## src/rtl/irq_pkg.sv

```systemverilog
package irq_pkg;

  typedef enum logic [0:0] {
    SEQ_IDLE = 1'b0,
    SEQ_IACK = 1'b1
  } seq_state_e;

  localparam logic [2:0] FC_CPU_SPACE  = 3'b111;
  localparam logic [2:0] FC_NONE       = 3'b000;
  localparam logic [3:0] CPU_TYPE_IACK = 4'b1111;

endpackage

```

## src/rtl/irq_sync.sv

```systemverilog
module irq_sync #(
  parameter int W      = 3,
  parameter int STAGES = 2
) (
  input  logic         clk,
  input  logic         rst_n,
  input  logic [W-1:0] pins_n,
  output logic [W-1:0] level
);
  logic [STAGES-1:0][W-1:0] stg_q;
  logic [STAGES-1:0][W-1:0] stg_d;

  always_comb begin
    for (int i = 0; i < STAGES; i++) begin
      if (i == 0) stg_d[i] = pins_n;
      else        stg_d[i] = stg_q[i-1];
    end
  end

  always_ff @(posedge clk or negedge rst_n) begin
    if (!rst_n) stg_q <= {STAGES{{W{1'b1}}}};
    else        stg_q <= stg_d;
  end

  // inversion sits after the last flop: active-low pins become a level
  assign level = ~stg_q[STAGES-1];
endmodule

```

## src/rtl/irq_pend.sv

```systemverilog
module irq_pend #(
  parameter int W = 3
) (
  input  logic         clk,
  input  logic         rst_n,
  input  logic [W-1:0] level,
  input  logic [W-1:0] mask,
  input  logic         clr_top,
  output logic         pend_valid,
  output logic [W-1:0] pend_lvl
);
  localparam logic [W-1:0] TOP = {W{1'b1}};

  logic [W-1:0] prev_q;
  logic         top_q;
  logic         top_d;
  logic         top_set;
  logic         low_hit;

  assign top_set = (level == TOP) && (prev_q != TOP);

  always_comb begin
    top_d = top_q;
    if (clr_top) top_d = 1'b0;
    if (top_set) top_d = 1'b1;
  end

  always_ff @(posedge clk or negedge rst_n) begin
    if (!rst_n) begin
      prev_q <= '0;
      top_q  <= 1'b0;
    end else begin
      prev_q <= level;
      top_q  <= top_d;
    end
  end

  // the top level enters only through the edge latch
  assign low_hit = (level != TOP) && (level > mask);

  always_comb begin
    if (top_q) begin
      pend_valid = 1'b1;
      pend_lvl   = TOP;
    end else if (low_hit) begin
      pend_valid = 1'b1;
      pend_lvl   = level;
    end else begin
      pend_valid = 1'b0;
      pend_lvl   = '0;
    end
  end
endmodule

```

## src/rtl/iack_fsm.sv

```systemverilog
module iack_fsm
  import irq_pkg::*;
#(
  parameter int W         = 3,
  parameter int ADDR_W    = 32,
  parameter int VEC_W     = 8,
  parameter int AUTO_BASE = 24
) (
  input  logic              clk,
  input  logic              rst_n,
  input  logic              boundary,
  input  logic              higher_exc,
  input  logic              pend_valid,
  input  logic [W-1:0]      pend_lvl,
  input  logic              mask_load,
  input  logic [W-1:0]      mask_in,
  input  logic              ack_done,
  input  logic              ack_auto,
  input  logic [VEC_W-1:0]  data_in,
  output logic              start,
  output logic              bus_req,
  output logic [2:0]        fc,
  output logic [ADDR_W-1:0] addr,
  output logic [W-1:0]      mask,
  output logic              vec_valid,
  output logic [VEC_W-1:0]  vec_num,
  output logic              vec_auto
);
  localparam int TYPE_LSB = 16;

  seq_state_e       state_q, state_d;
  logic [W-1:0]     lvl_q, mask_q, mask_d;
  logic             mask_en;
  logic [VEC_W-1:0] vec_q, vec_d;
  logic             auto_q, vvalid_q;
  logic             finish;

  assign start  = (state_q == SEQ_IDLE) && boundary && !higher_exc && pend_valid;
  assign finish = (state_q == SEQ_IACK) && ack_done;

  always_comb begin
    state_d = state_q;
    case (state_q)
      SEQ_IDLE: if (start)  state_d = SEQ_IACK;
      SEQ_IACK: if (finish) state_d = SEQ_IDLE;
      default:              state_d = SEQ_IDLE;
    endcase
  end

  always_comb begin
    mask_en = 1'b0;
    mask_d  = mask_q;
    if (start) begin
      mask_en = 1'b1;
      mask_d  = pend_lvl;
    end else if ((state_q == SEQ_IDLE) && mask_load) begin
      mask_en = 1'b1;
      mask_d  = mask_in;
    end
  end

  assign vec_d = ack_auto ? (VEC_W'(AUTO_BASE) + VEC_W'(lvl_q)) : data_in;

  always_ff @(posedge clk or negedge rst_n) begin
    if (!rst_n) begin
      state_q  <= SEQ_IDLE;
      lvl_q    <= '0;
      mask_q   <= {W{1'b1}};
      vec_q    <= '0;
      auto_q   <= 1'b0;
      vvalid_q <= 1'b0;
    end else begin
      state_q  <= state_d;
      vvalid_q <= finish;
      if (start)   lvl_q  <= pend_lvl;
      if (mask_en) mask_q <= mask_d;
      if (finish) begin
        vec_q  <= vec_d;
        auto_q <= ack_auto;
      end
    end
  end

  always_comb begin
    bus_req = (state_q == SEQ_IACK);
    fc      = bus_req ? FC_CPU_SPACE : FC_NONE;
    addr    = '0;
    if (bus_req) begin
      addr = {ADDR_W{1'b1}};
      addr[TYPE_LSB +: 4] = CPU_TYPE_IACK;
      addr[W:1] = lvl_q;
      addr[0]   = 1'b1;
    end
  end

  assign mask      = mask_q;
  assign vec_valid = vvalid_q;
  assign vec_num   = vec_q;
  assign vec_auto  = auto_q;
endmodule

```

## src/rtl/irq_ack_seq.sv

```systemverilog
module irq_ack_seq #(
  parameter int PRIO_W      = 3,
  parameter int SYNC_STAGES = 2,
  parameter int ADDR_W      = 32,
  parameter int VEC_W       = 8,
  parameter int AUTO_BASE   = 24
) (
  input  logic              clk,
  input  logic              rst_n,
  input  logic [PRIO_W-1:0] irq_pins_n,
  input  logic              boundary,
  input  logic              higher_exc,
  input  logic              mask_load,
  input  logic [PRIO_W-1:0] mask_in,
  input  logic              ack_done,
  input  logic              ack_auto,
  input  logic [VEC_W-1:0]  data_in,
  output logic              bus_req,
  output logic [2:0]        fc,
  output logic [ADDR_W-1:0] addr,
  output logic [PRIO_W-1:0] mask_out,
  output logic              irq_pending,
  output logic [PRIO_W-1:0] pend_level,
  output logic              vec_valid,
  output logic [VEC_W-1:0]  vec_num,
  output logic              vec_auto
);
  logic [PRIO_W-1:0] sync_lvl;
  logic              start;

  irq_sync #(.W(PRIO_W), .STAGES(SYNC_STAGES)) u_sync (
    .clk    (clk),
    .rst_n  (rst_n),
    .pins_n (irq_pins_n),
    .level  (sync_lvl)
  );

  irq_pend #(.W(PRIO_W)) u_pend (
    .clk        (clk),
    .rst_n      (rst_n),
    .level      (sync_lvl),
    .mask       (mask_out),
    .clr_top    (start),
    .pend_valid (irq_pending),
    .pend_lvl   (pend_level)
  );

  iack_fsm #(
    .W(PRIO_W), .ADDR_W(ADDR_W), .VEC_W(VEC_W), .AUTO_BASE(AUTO_BASE)
  ) u_fsm (
    .clk        (clk),
    .rst_n      (rst_n),
    .boundary   (boundary),
    .higher_exc (higher_exc),
    .pend_valid (irq_pending),
    .pend_lvl   (pend_level),
    .mask_load  (mask_load),
    .mask_in    (mask_in),
    .ack_done   (ack_done),
    .ack_auto   (ack_auto),
    .data_in    (data_in),
    .start      (start),
    .bus_req    (bus_req),
    .fc         (fc),
    .addr       (addr),
    .mask       (mask_out),
    .vec_valid  (vec_valid),
    .vec_num    (vec_num),
    .vec_auto   (vec_auto)
  );
endmodule

```

## config.mk

```make
export PLATFORM = sky130hd
export DESIGN_NAME = irq_ack_seq
export DESIGN_NICKNAME = d
export VERILOG_FILES = /design/src/rtl/irq_pkg.sv /design/src/rtl/irq_sync.sv /design/src/rtl/irq_pend.sv /design/src/rtl/iack_fsm.sv /design/src/rtl/irq_ack_seq.sv
export SDC_FILE = /design/constraint.sdc
export NUM_CORES = 1
export LEC_CHECK = 0
export ABC_CLOCK_PERIOD_IN_PS = 2400
export BUFFER_PORTS_ARGS = -buffer_cell sky130_fd_sc_hd__buf_2
export CORE_ASPECT_RATIO = 2
export CORE_MARGIN = 1.5
export CORE_UTILIZATION = 40
export DETAILED_ROUTE_END_ITERATION = 12
export PLACE_DENSITY = 0.72
export SLEW_MARGIN = 10
export SYNTH_ARGS = -nofsm -noshare
export SYNTH_HDL_FRONTEND = slang
export SYNTH_SLANG_ARGS = --single-unit
```

## constraint.sdc

```tcl
create_clock -name clk -period 2.4 [get_ports clk]
set_input_delay 0.48 -clock clk [delete_from_list [all_inputs] [get_ports clk]]
set_output_delay 0.48 -clock clk [all_outputs]
set_load 0.05 [all_outputs]
```

==> impl_results.md, run 1 <==
- Status: finished, violations left
- Failing checks: negative setup slack
- Synth cell types: 29
- CTS Hold Bufs: 0
- Die X: roughly 46 um
- Worst slew pin tran: approximately 570 ps
- Fillers: around 320
- Slew Limit Headroom: about three fifths
- Via density: approximately 4.6
- Crit-path cells: inv_2 -> ha_4 -> nand3b_1 -> a211o_4 -> o21ai_2 -> buf_6
- Number of synthesized flops with an enable pin: 0
- Routed WL: 3060 um
- Critical Path Max Stage Delay: between 500 and 600 ps
- Post-layout min period: ~2400 ps
- Port Buffers: 73
- Drt pass-1 iters: 2
- Final Max Tran Viols: 0
- Setup violators final: 3
- CTS buffer count: 3
- H-Tree Depth: 1
- Initial Util: between 40% and 50%
- Nets: ~220
- Mapped Nets: between 150 and 200
- Largest area contributor in the netlist: dfrtp_1
- Post-synthesis sequential area ratio: 47.4%
- Clock skew: approximately 2.5 ps
- Ports: 74
- Register area: between 600 and 700 um2
- # clock sinks: 27
- Vias in the first global route: 1035
- Seq cells post-synth: 27
- Share of the synthesized area in the top cell type: 31.1%
- DR DRC count: 0
- Global-route wire length before repair: 4590 um
- Top cells by count, synth: buf_4, dfrtp_1, nand2_1
- Row count: 30
- Design Area, Final: 1870 um2
- Synth top area cells: dfrtp_1, buf_4, dfstp_2
- DR vias: ~1100
- CTS max path bufs: 2
- Post-route ant nets: 0
- CTS tree: yes
- Crit. End Element: primary output
- Final Util: between 50% and 60%
- Layout cells sized above 1: 62.9%
- Pre-CTS WS: approximately 120 ps
- DRT iter0 DRCs: 19
- Initial antenna violation count: 0
- Crit path kind: reg2out
- Core ar.: between 3000 and 4000 um2
- Hold Crit Class: in2async
- Maxcap violations: 0
- Overall Global Routing Usage: between 10% and 20%
- Netlist Area Pre-Place: around 1500 um2
- Worst setup margin: -34.9 ps
- Slowest CP cell: dfstp_2
- FF-to-FF setup slack: between 100 and 150 ps
- Largest net degree at the start of global routing: 39
- WP data required: around 1900 ps
- Diode count: 0
- Hpwl dp: between 2000 and 2500 um
- Routed WL per cell: around 12 um
- Clk_lat worst skew: 270 ps
- YS warnings: 0
- Post-Place Cell Area: around 1700 um2
- Most frequent cell after synthesis: buf_4
- Period utilization: 101%
- RSZ-0062 raised after global routing: true
- CTS root buf: clkbuf_8
- Final Wtd Congestion: between 0.8 and 0.9
- Critical Path AT: around 2000 ps
- Die area: roughly 4000 um2
- FMAX: between 400 and 500 MHz
- Total global routing overflow: 0
- CP Max Fanout: 5
- Die height: between 80 and 90 um
- Cells after Synth: between 100 and 150
- Area growth syn-to-layout: 29.0%
- Post-synth ARST share: 100%
- Final Hold Vio Count: 0
- Multi-input logic area: between 500 and 600 um2
- Synth Flop Type: dfrtp_1
- Avg Synthesized Cell Area: 10.3 um2
- CP startpoint kind: flip-flop
- Worst-path clk slew: ~90 ps
- Hold slack: approximately 190 ps
-- final cells by class --
type	instances	share of cell area, %
inverters	10	2.01
well taps	48	3.21
repair buffers	86	26.5
clock buffers	3	2.21
flip-flops and latches	27	36.8
clock inverters	1	0.401
multi-input cells	70	28.9
-- cell families (layout without fill, tap and decap cells) --
family                   count (synthesis)  count (layout)  share of synthesized area, %
adder cells (fa/ha/maj)                  3               3                          2.59
buffers and inverters                   44             100                          19.8
AND/OR/NAND/NOR                         41              41                          17.2
flip-flops                              27              27                          47.4
multiplexers                             7               7                          5.18
AO/OA/AOI/OAI                           19              19                          7.94
-- cells in the final DEF, fill, tap and decap left out, types with 2 or more instances in the layout --
master and n:
a21oi_2 2, buf_4 11, dfrtp_1 17, nor3_2 2, buf_6 6, nor3_4 2, inv_1 6, nand2_1 12
o21ai_0 5, o21ai_2 2, nand2b_1 3, o21ai_1 6, clkbuf_8 3, mux2_2 3, buf_2 69, nor3_1 6
ha_4 2, mux2i_1 3, dfstp_2 9, nor2_1 8, inv_2 4
-- sequential cells by signal, summed over array words and instances (netlist names) --
signal and count:
u_fsm.bus_req 1, u_pend.prev_q 3, u_pend.top_q 1, u_fsm.vec_valid 1, u_sync.stg_d 3, u_fsm.lvl_q 3
u_fsm.vec_num 8, u_fsm.mask 3, u_sync.stg_q 3, u_fsm.vec_auto 1
-- critical path: cells and delay by family (launching register included) --
family | cells | cell delay (ps)
AO/OA/AOI/OAI | 2 | 520
adder cells (fa/ha/maj) | 1 | 280
buffers and inverters | 2 | 230
flip-flops | 1 | 550
AND/OR/NAND/NOR | 1 | 110
-- metal layers --
metal	vias to the layer above	routed length, um	global-route usage, %	share of wire [%]
met1	520	1150	17.5	38
met3	11	182	1.44	6.0
li1	548	-	-	-
met5	-	0	0	0
met2	57	1610	27.7	53
met4	0	121	9.63	4.0
-- per-stage QoR --
| stage | setup TNS, ps | instances |
|---|---|---|
| 3_3_place_gp | 0 | 232 |
| 2_1_floorplan | -283 | 141 |
| 4_1_cts | -4.59 | 242 |
| 3_5_place_dp | 0 | 232 |
| 6_report | -96.2 | 245 |
| 5_1_grt | -341 | 245 |
-- final timing paths --
kind | startpoint | end | cells past startpoint
setup / recovery | u_sync.stg_q[4] | pend_level[0] | 6
setup reg to reg | u_sync.stg_q[4] | u_fsm.mask[1] | 11
hold / removal | rst_n | u_pend.prev_q[1] | 1
min in group clk | irq_pins_n[2] | u_sync.stg_d[5] | 1
hold reg to reg | u_sync.stg_d[3] | u_sync.stg_q[3] | 0
max in group asynchronous | rst_n | u_fsm.bus_req | 1
-- repair_timing --
action,4_1_cts,5_1_grt
endpoints found under the setup margin,4,10
gates resized for setup,11,4
pin swaps,3,3
buffers inserted,6,5
Power of run 1 is not shown: default switching activity piles up to over one toggle a cycle in this logic, so the estimate is an artifact.
==> run 2, diff against run 1 <==
--- a/config.mk
+++ b/config.mk
@@ -12,6 +12,7 @@
 export CORE_UTILIZATION = 40
 export DETAILED_ROUTE_END_ITERATION = 12
 export PLACE_DENSITY = 0.72
+export SKIP_CTS_REPAIR_TIMING = 1
 export SLEW_MARGIN = 10
 export SYNTH_ARGS = -nofsm -noshare
 export SYNTH_HDL_FRONTEND = slang
==> run 2 against run 1 <==
Net effect: the flow still finishes with violations (negative setup slack); first-iteration DRC count decreased by 74%; final area fell by 3.4%; flip-flop and latch count stayed put; clock skew up 2.0 ps; global-route usage decreased by 1.4 points; count of clock-buffer cells in the layout unchanged; die area did not move; register-to-register slack gained 220 ps; largest cell class unchanged; highest routed layer unchanged.
==> impl_results.md, run 2 (synthesis gave the netlist of run 1 again) <==
- Routed WL per cell: 11.7 um
- Commonest non-fill, non-tap cell in the layout: buf_2
- Row count: 30
- Crit path kind: reg2out
- Status: finished, violations left
- Worst setup margin: -12.8 ps
- CP Max Fanout: 5
- Clock skew: 4.43 ps
- Maxcap violations: 0
- CTS max path bufs: 2
- RSZ-0062 raised after global routing: true
- Port Buffers: 73
- Slew Limit Headroom: ~62%
- Critical Path AT: roughly 1900 ps
- Global-route wire length before repair: about 4300 um
- Crit. End Element: primary output
- Setup violators final: 3
- Final Hold Vio Count: 0
- Die X: roughly 46 um
- # clock sinks: 27
- Fillers: roughly 320
- Worst slew pin tran: 567 ps
- Core ar.: roughly 3400 um2
- H-Tree Depth: 1
- Design Area, Final: 1810 um2
- DR DRC count: 0
- Post-layout min period: 2410 ps
- CP startpoint kind: flip-flop
- DRT iter0 DRCs: 5
- Worst-path clk slew: roughly 90 ps
- Final Wtd Congestion: between 0.8 and 0.9
- Initial antenna violation count: 0
- Die area: ~4000 um2
- Crit-path cells: inv_2 -> ha_4 -> nand3b_1 -> a211o_4 -> o21ai_2 -> buf_6
- Drt pass-1 iters: 4
- Initial Util: a little over two fifths
- Critical Path Max Stage Delay: between 500 and 600 ps
- DR vias: 1112
- Max FFs per register: 8
- CTS root buf: clkbuf_8
- Post-route ant nets: 0
- WP data required: between 1500 and 2000 ps
- Diode count: 0
- Hpwl dp: 2170 um
- Hold Crit Class: in2async
- Overall Global Routing Usage: approximately 14%
- Routed WL: around 2800 um
- Post-Place Cell Area: 1700 um2
- Clk_lat worst skew: approximately 270 ps
- FMAX: 414 MHz
- Via density: between 4 and 5
- Total global routing overflow: 0
- CTS buffer count: 3
- Area growth syn-to-layout: 24.6%
- Layout cells sized above 1: between 60% and 70%
- Vias in the first global route: 991
- CTS tree: yes
- Largest net degree at the start of global routing: 39
- Ports: 74
- Failing checks: negative setup slack
- Final Max Tran Viols: 0
- Die height: slightly below 90 um
- Slowest CP cell: dfstp_2
- Commonest cells after routing, fill and taps aside: buf_2, dfrtp_1, nand2_1, dfstp_2, nor2_1
- Nets: approximately 220
- Period utilization: 101%
## run 2: cell types whose count changed in the layout (fill, tap and decap cells not counted)
cell,previous run,this run
a21oi_1,1,2
a21oi_2,2,1
buf_4,11,6
buf_6,6,4
## run 2: through the flow
| stage | hold slack [ps] | std cells | setup slack, ps | setup TNS [ps] | util [%] |
|---|---|---|---|---|---|
| 2_1_floorplan | 184 | 141 | -123 | -283 | - |
| 3_3_place_gp | 348 | 232 | 171 | 0 | 49.8 |
| 3_5_place_dp | 349 | 232 | 119 | 0 | 49.8 |
| 4_1_cts | 205 | 236 | -198 | -649 | 51.2 |
| 5_1_grt | 226 | 238 | -91.4 | -298 | 52.9 |
| 6_report | 192 | 238 | -12.8 | -30.4 | 52.9 |
## run 2: layout make-up
class	count	area (um2)	area share, %
multi-input cells	70	537	29.7
clock inverters	1	7.51	0.416
well taps	48	60.1	3.32
flip-flops and latches	27	688	38.1
repair buffers	79	435	24.1
inverters	10	37.5	2.08
clock buffers	3	41.3	2.29
## run 2: critical path: cells and delay by family, from the launching register on
kind,cells,cell delay [ps]
DFF,1,550
AOI/OAI and AO/OA,2,520
adders and majority gates,1,270
buffers and inverters,2,220
and+or+nand+nor,1,110
## run 2: final timing paths
path                       cells after the start  slack, ps               end             from
max                                            6        -10     pend_level[0]    u_fsm.mask[2]
min                                            1        190  u_pend.prev_q[1]            rst_n
max reg2reg                                    8        340    u_fsm.lvl_q[1]    u_fsm.mask[2]
min reg2reg                                    0        360   u_sync.stg_q[3]  u_sync.stg_d[3]
max in group asynchronous                      1       1800     u_fsm.bus_req            rst_n
min in group clk                               1        290   u_sync.stg_d[5]    irq_pins_n[2]
## run 2: layer usage
metal	GRT usage (%)	share of wire [%]
met1	16.6	37
met2	25.2	54
met3	1.24	6.8
met4	7.49	2.2
met5	0	0
Power of run 2 is left out for the same reason.
